===== src/rtl/timer_chan_pkg.sv =====
package timer_chan_pkg;
    localparam int CW = 64;
    localparam int HW = CW / 2;

    typedef enum logic [2:0] {
        SEL_CFG_LO = 3'd0,
        SEL_CFG_HI = 3'd1,
        SEL_CMP_LO = 3'd2,
        SEL_CMP_HI = 3'd3,
        SEL_RT_LO  = 3'd4,
        SEL_RT_HI  = 3'd5
    } wsel_e;

    localparam int B_EN   = 2;
    localparam int B_PER  = 3;
    localparam int B_SETV = 6;
    localparam int B_M32  = 8;

    localparam logic [HW-1:0] CFG_WMASK = 32'h0000_3F4E;
    localparam logic [CW-1:0] CFG_RST   = 64'h0000_0C20_0000_0030;

    typedef struct packed {
        logic          hit;
        logic          wrap_evt;
        logic          adv;
        logic [CW-1:0] adv_val;
    } match_t;

    function automatic logic ahead_of(input logic [CW-1:0] a,
                                      input logic [CW-1:0] b,
                                      input logic narrow);
        logic [CW-1:0] d64;
        logic [HW-1:0] d32;
        d64 = a - b;
        d32 = a[HW-1:0] - b[HW-1:0];
        return narrow ? ($signed(d32) > 0) : ($signed(d64) > 0);
    endfunction
endpackage


===== src/rtl/tc_regs.sv =====
module tc_regs
    import timer_chan_pkg::*;
(
    input  logic          clk,
    input  logic          rst,
    input  logic          wr_en,
    input  logic [2:0]    wr_sel,
    input  logic [HW-1:0] wr_data,
    input  logic          adv,
    input  logic [CW-1:0] adv_val,
    output logic [CW-1:0] cfg,
    output logic [CW-1:0] cmp,
    output logic [CW-1:0] period,
    output logic          cmp_wr
);
    logic [CW-1:0] cfg_n, cmp_n, per_n;
    logic          direct, narrow;

    assign direct = !cfg[B_PER] || cfg[B_SETV];
    assign narrow = cfg[B_M32];
    assign cmp_wr = wr_en && (wsel_e'(wr_sel) == SEL_CMP_LO ||
                              wsel_e'(wr_sel) == SEL_CMP_HI);

    always_comb begin
        cfg_n = cfg;
        cmp_n = adv ? adv_val : cmp;
        per_n = period;
        if (wr_en) begin
            case (wsel_e'(wr_sel))
                SEL_CFG_LO: begin
                    cfg_n[HW-1:0] = (wr_data & CFG_WMASK) | (cfg[HW-1:0] & ~CFG_WMASK);
                    if (wr_data[B_M32]) begin
                        cmp_n[CW-1:HW] = '0;
                        per_n[CW-1:HW] = '0;
                    end
                end
                SEL_CMP_LO: begin
                    cfg_n[B_SETV] = 1'b0;
                    cmp_n = cmp;
                    if (direct)
                        cmp_n[HW-1:0] = wr_data;
                    else
                        per_n[HW-1:0] = narrow ? {1'b0, wr_data[HW-2:0]} : wr_data;
                end
                SEL_CMP_HI: begin
                    cfg_n[B_SETV] = 1'b0;
                    cmp_n = cmp;
                    if (!narrow) begin
                        if (direct)
                            cmp_n[CW-1:HW] = wr_data;
                        else
                            per_n[CW-1:HW] = {1'b0, wr_data[HW-2:0]};
                    end
                end
                default: ;
            endcase
        end
    end

    always_ff @(posedge clk) begin
        if (rst) begin
            cfg    <= CFG_RST;
            cmp    <= '1;
            period <= '0;
        end else begin
            cfg    <= cfg_n;
            cmp    <= cmp_n;
            period <= per_n;
        end
    end
endmodule


===== src/rtl/tc_match.sv =====
module tc_match
    import timer_chan_pkg::*;
(
    input  logic [CW-1:0] cnt,
    input  logic          tick,
    input  logic          narrow,
    input  logic          periodic,
    input  logic [CW-1:0] cmp,
    input  logic [CW-1:0] period,
    output match_t        m
);
    logic          eq, behind, per_on;
    logic [HW-1:0] sum32;
    logic [CW-1:0] sum64;

    always_comb begin
        eq     = narrow ? (cnt[HW-1:0] == cmp[HW-1:0]) : (cnt == cmp);
        behind = ahead_of(cnt, cmp, narrow);
        per_on = periodic && (period != '0);
        sum32  = cmp[HW-1:0] + period[HW-1:0];
        sum64  = cmp + period;
        m.hit      = tick && eq;
        m.adv      = per_on && (m.hit || behind);
        m.adv_val  = narrow ? {{HW{1'b0}}, sum32} : sum64;
        m.wrap_evt = narrow && !periodic && tick && (cnt[HW-1:0] == '0);
    end
endmodule


===== src/rtl/tc_event.sv =====
module tc_event (
    input  logic clk,
    input  logic rst,
    input  logic hit,
    input  logic wrap_evt,
    input  logic cmp_wr,
    input  logic ch_en,
    input  logic glb_en,
    output logic irq,
    output logic wrap_flag
);
    logic pend, wrap_fire;

    assign wrap_fire = wrap_evt && pend && !hit;

    always_ff @(posedge clk) begin
        if (rst) begin
            pend      <= 1'b0;
            wrap_flag <= 1'b0;
            irq       <= 1'b0;
        end else begin
            irq <= (hit || wrap_fire) && ch_en && glb_en;
            if (cmp_wr) begin
                pend      <= 1'b1;
                wrap_flag <= 1'b0;
            end else if (hit) begin
                pend      <= 1'b0;
                wrap_flag <= 1'b0;
            end else if (wrap_fire) begin
                wrap_flag <= 1'b1;
            end
        end
    end
endmodule


===== src/rtl/timer_chan.sv =====
module timer_chan
    import timer_chan_pkg::*;
(
    input  logic          clk,
    input  logic          rst,
    input  logic [CW-1:0] cnt_i,
    input  logic          tick_i,
    input  logic          glb_en_i,
    input  logic          wr_en_i,
    input  logic [2:0]    wr_sel_i,
    input  logic [HW-1:0] wr_data_i,
    output logic [CW-1:0] cfg_o,
    output logic [CW-1:0] cmp_o,
    output logic [CW-1:0] period_o,
    output logic          wrap_flag_o,
    output logic          irq_o
);
    match_t m;
    logic   cmp_wr;

    tc_regs u_regs (
        .clk     (clk),
        .rst     (rst),
        .wr_en   (wr_en_i),
        .wr_sel  (wr_sel_i),
        .wr_data (wr_data_i),
        .adv     (m.adv),
        .adv_val (m.adv_val),
        .cfg     (cfg_o),
        .cmp     (cmp_o),
        .period  (period_o),
        .cmp_wr  (cmp_wr)
    );

    tc_match u_match (
        .cnt      (cnt_i),
        .tick     (tick_i),
        .narrow   (cfg_o[B_M32]),
        .periodic (cfg_o[B_PER]),
        .cmp      (cmp_o),
        .period   (period_o),
        .m        (m)
    );

    tc_event u_event (
        .clk       (clk),
        .rst       (rst),
        .hit       (m.hit),
        .wrap_evt  (m.wrap_evt),
        .cmp_wr    (cmp_wr),
        .ch_en     (cfg_o[B_EN]),
        .glb_en    (glb_en_i),
        .irq       (irq_o),
        .wrap_flag (wrap_flag_o)
    );
endmodule


===== config.mk =====
export PLATFORM = sky130hd
export DESIGN_NAME = timer_chan
export DESIGN_NICKNAME = d
export VERILOG_FILES = /design/src/rtl/timer_chan_pkg.sv /design/src/rtl/tc_regs.sv /design/src/rtl/tc_match.sv /design/src/rtl/tc_event.sv /design/src/rtl/timer_chan.sv
export SDC_FILE = /design/constraint.sdc
export NUM_CORES = 1
export LEC_CHECK = 0
export BUFFER_PORTS_ARGS = -buffer_cell sky130_fd_sc_hd__buf_4
export CAP_MARGIN = 20
export CELL_PAD_IN_SITES_DETAIL_PLACEMENT = 0
export CELL_PAD_IN_SITES_GLOBAL_PLACEMENT = 1
export CORE_ASPECT_RATIO = 0.5
export CORE_MARGIN = 5
export CORE_UTILIZATION = 25
export DETAILED_ROUTE_END_ITERATION = 8
export GPL_ROUTABILITY_DRIVEN = 0
export GPL_TIMING_DRIVEN = 0
export PLACE_DENSITY_LB_ADDON = 0.2
export SLEW_MARGIN = 20
export SYNTH_ARGS = -nofsm -noshare
export SYNTH_HDL_FRONTEND = slang
export SYNTH_HIERARCHICAL = 1
export SYNTH_SLANG_ARGS = --single-unit

===== constraint.sdc =====
create_clock -name clk -period 8.8 [get_ports clk]
set_input_delay 1.32 -clock clk [delete_from_list [all_inputs] [get_ports clk]]
set_output_delay 1.32 -clock clk [all_outputs]
set_load 0.1 [all_outputs]

==> run summary <==
Worst EP required: 9100 ps
crit-path cells: buf_4, ha_1, clkbuf_1, o211ai_1, o21bai_1, o21a_1, a221oi_1, a2111oi_0, o21ai_0, o41a_1, and2_0, a2111oi_0, nand4_1, nor4_1, a31oi_1, buf_2, clkbuf_1, mux2_2, a21oi_1, o211ai_1
minimum clock period: 6770 ps
RSZ-0062 raised after global routing: false
startpoint types: primary input
WL final: 70,600 um
post-cts gate resize count: 0
Via density: 5.14
first-pass GRT wire length: 103,000 um
Critical Path End Type: flop
final core occ: 0.312
Yosys warning count: 6
worst slew pin tran: 1010 ps
fraction of layout cells with a size suffix above 1: 0.182
CTS clk-pin slew, worst paths: 60 ps
count of nets after finishing: 2,602
ys async rst share: 0
Rel. slew slack: 0.327
max-cap violations: 0
CP max stage delay: 780 ps
Die H: 182 um
number of synthesized register bits: 140
met3 wire length: 2720 um
Placed Cells: 3,132
Final TNS setup: 0 ps
Core ar.: 59,000 um^2
Syn-to-layout area delta: 24.0%
post-route ant nets: 0
drt wl/cell: 22.3 um
postcts setup bufs: 0
hpwl dp: 58,900 um
fin cells: 3,165
Final Hold Vio Count: 0
Mean Syn Cell Area: 7.21 um^2
Seq/Total Area, Yosys: 0.189
Post-Syn Area: 14,800 um^2
Root Driver: clkbuf_16
H-tree depth: 4
HP Class: reg2reg
grt total ovfl: 0
DR iter-0 viols: 1,426
crit path kind: in2reg
IO Pins: 298
r2r worst-path depth: 20
top routing layer used: met4
Arrival @ worst endpoint: 7070 ps
Power Dens Cells: 124 nW/um^2
worst skew pair latency: 440 ps
Worst Clk Skew: 14.7 ps
number of global-route vias before repair: 15,500
Reg2Reg Launch Point: u_regs/cmp[8]$_SDFFE_PP1P_
Cell variety after synth: 84
drt pass-1 iters: 5
number of synthesized flops with an enable pin: 0
status: completed
CP max FO: 10
starting density of the core: 0.252
Residual DRC: 0
P_leak: 8.33 nW
die area: 64,600 um^2
critical path's slowest cell: a2111oi_0
hold buffers post-CTS: 0
TritonCTS clock tree: built
count of final setup violators: 0
GRT Total Usage: 0.208
Cell Rows: 63
WL met2: 31,900 um
Vias: 16,300
Mapped Cells: 2,058
Num CTS Buffers: 17
met1 wire length: 34,900 um
Main synth FF type: dfxtp_1
CP startpoint: cnt_i[8]
CP Capture Point: u_regs/cmp[59]$_SDFFE_PP1P_
Fmax: 148 MHz
period utilization: 0.770
Max Slew Vio Count: 0
largest net degree at the start of global routing: 17
hold path cells: 2
Sink Count: 140
I/O Buffers: 241
reg-to-reg critical path endpoint: u_regs/cmp[59]$_SDFFE_PP1P_
worst reg2reg setup slack: 2370 ps
clk buf depth: 2
antenna violations before repair: 3
IR drop worst, VDD: 127 uV
Die X: 355 um
## cell type report
type	count	area, um^2
fillers	6525	40600
multi-input cells	1710	11000
flip-flops and latches	140	2800
repair buffers	241	1810
well taps	780	976
plain buffers	174	958
clock buffers	19	433
inverters	87	327
clock inverters	13	140
diodes	1	2.50
## routing by layer
layer,global-route usage,up-vias
met2,0.338,443
met3,0.0160,46
met1,0.303,7778
li1,-,8009
met4,0.0378,0
met5,0,-
## synthesized netlist by cell type (all sizes together) (5+ instances only)
cell type | count | area [um^2]
o211ai | 42 | 315
a221oi | 7 | 61.3
a2111oi | 9 | 78.8
a2bb2oi | 33 | 289
xnor2 | 51 | 447
nand2 | 314 | 1180
a21o | 46 | 345
nand3 | 35 | 175
dfxtp | 140 | 2800
inv | 87 | 327
nor3 | 29 | 156
o31ai | 7 | 52.6
and4 | 6 | 52.6
o21bai | 18 | 150
mux2i | 38 | 380
o21ai | 106 | 538
nor2b | 17 | 106
or4 | 6 | 45.0
nor4 | 40 | 256
mux2 | 36 | 405
o22ai | 36 | 225
nand4 | 58 | 363
ha | 126 | 1580
and2 | 7 | 43.8
and3 | 9 | 56.3
o2111ai | 5 | 43.8
buf | 100 | 681
nand2b | 52 | 325
a211oi | 14 | 110
o21a | 24 | 180
a31oi | 23 | 159
or3 | 10 | 62.6
a21oi | 237 | 1230
nor2 | 115 | 432
nand3b | 6 | 45.0
xor2 | 42 | 368
clkbuf | 74 | 278
## critical path: cells and delay by family
kind | cells | cell delay, ps
compound gates | 11 | 3440
fa+ha+maj | 1 | 270
buf+inv | 4 | 1000
mux | 1 | 350
simple gates | 3 | 700
## worst min path at each step
stage / from / to
after floorplan: u_event/pend$_SDFFE_PP0P_ / u_event/pend$_SDFFE_PP0P_
after global placement: u_regs/cfg[10]$_SDFFE_PP0P_ / u_regs/cfg[10]$_SDFFE_PP0P_
after detailed placement: u_regs/cfg[10]$_SDFFE_PP0P_ / u_regs/cfg[10]$_SDFFE_PP0P_
after CTS: u_regs/cfg[10]$_SDFFE_PP0P_ / u_regs/cfg[10]$_SDFFE_PP0P_
after global routing: u_regs/cfg[11]$_SDFFE_PP0P_ / u_regs/cfg[11]$_SDFFE_PP0P_
final: u_regs/cfg[11]$_SDFFE_PP0P_ / u_regs/cfg[11]$_SDFFE_PP0P_
## registers in the layout, indices dropped and copies added (netlist names)
name / flops
u_regs/cfg: 10
u_event/wrap_flag: 1
u_event/pend: 1
u_event/irq: 1
u_regs/period: 63
u_regs/cmp: 64
## report_power, final
part | leakage (nW) | internal [mW] | switching, mW
logic | 6.92 | 0.251 | 0.607
registers | 1.14 | 0.650 | 0.0314
clock network | 0.271 | 0.420 | 0.321
## kinds of logic (layout without fill, tap and decap cells)
| group | after synthesis | after routing | synth area share |
|---|---|---|---|
| AOI/OAI and AO/OA | 646 | 646 | 0.280 |
| xor gates and xnor gates | 93 | 93 | 0.0549 |
| adders and majority gates | 127 | 127 | 0.108 |
| buffers and inverters | 261 | 534 | 0.0866 |
| DFF | 140 | 140 | 0.189 |
| muxes | 74 | 74 | 0.0529 |
| other | 2 | 56 | 0.000506 |
| and+or+nand+nor | 715 | 715 | 0.228 |
## stage by stage
step / hold slack, ps / instance area [um^2] / worst slack (ps) / total power, mW
final: 469 / 18400 / 2030 / 2.28
after global routing: 502 / 18400 / 1600 / 2.38
after CTS: 472 / 18400 / 2130 / 2.29
after detailed placement: 454 / 17800 / 1700 / 1.54
after global placement: 450 / 17800 / 1650 / 1.54
after floorplan: 457 / 15000 / 3090 / 1.30
## layout by cell type, fill, tap and decap left out, types with 22 or more instances in the layout
cell	Yosys	routed
nand2_1	314	314
buf_4	62	303
a21oi_1	230	230
dfxtp_1	140	140
ha_1	126	126
nor2_1	115	115
o21ai_0	101	101
inv_1	86	86
clkbuf_1	74	76
nand4_1	58	58
conb_1	2	55
nand2b_1	52	52
xnor2_1	51	51
a21o_1	46	46
xor2_1	42	42
o211ai_1	42	42
nor4_1	39	39
mux2i_1	38	38
o22ai_1	36	36
mux2_2	36	36
nand3_1	35	35
buf_2	34	34
a2bb2oi_1	33	33
nor3_1	28	27
o21a_1	24	24
a31oi_1	22	22
No activity file was read; power rests on OpenSTA's default activity.
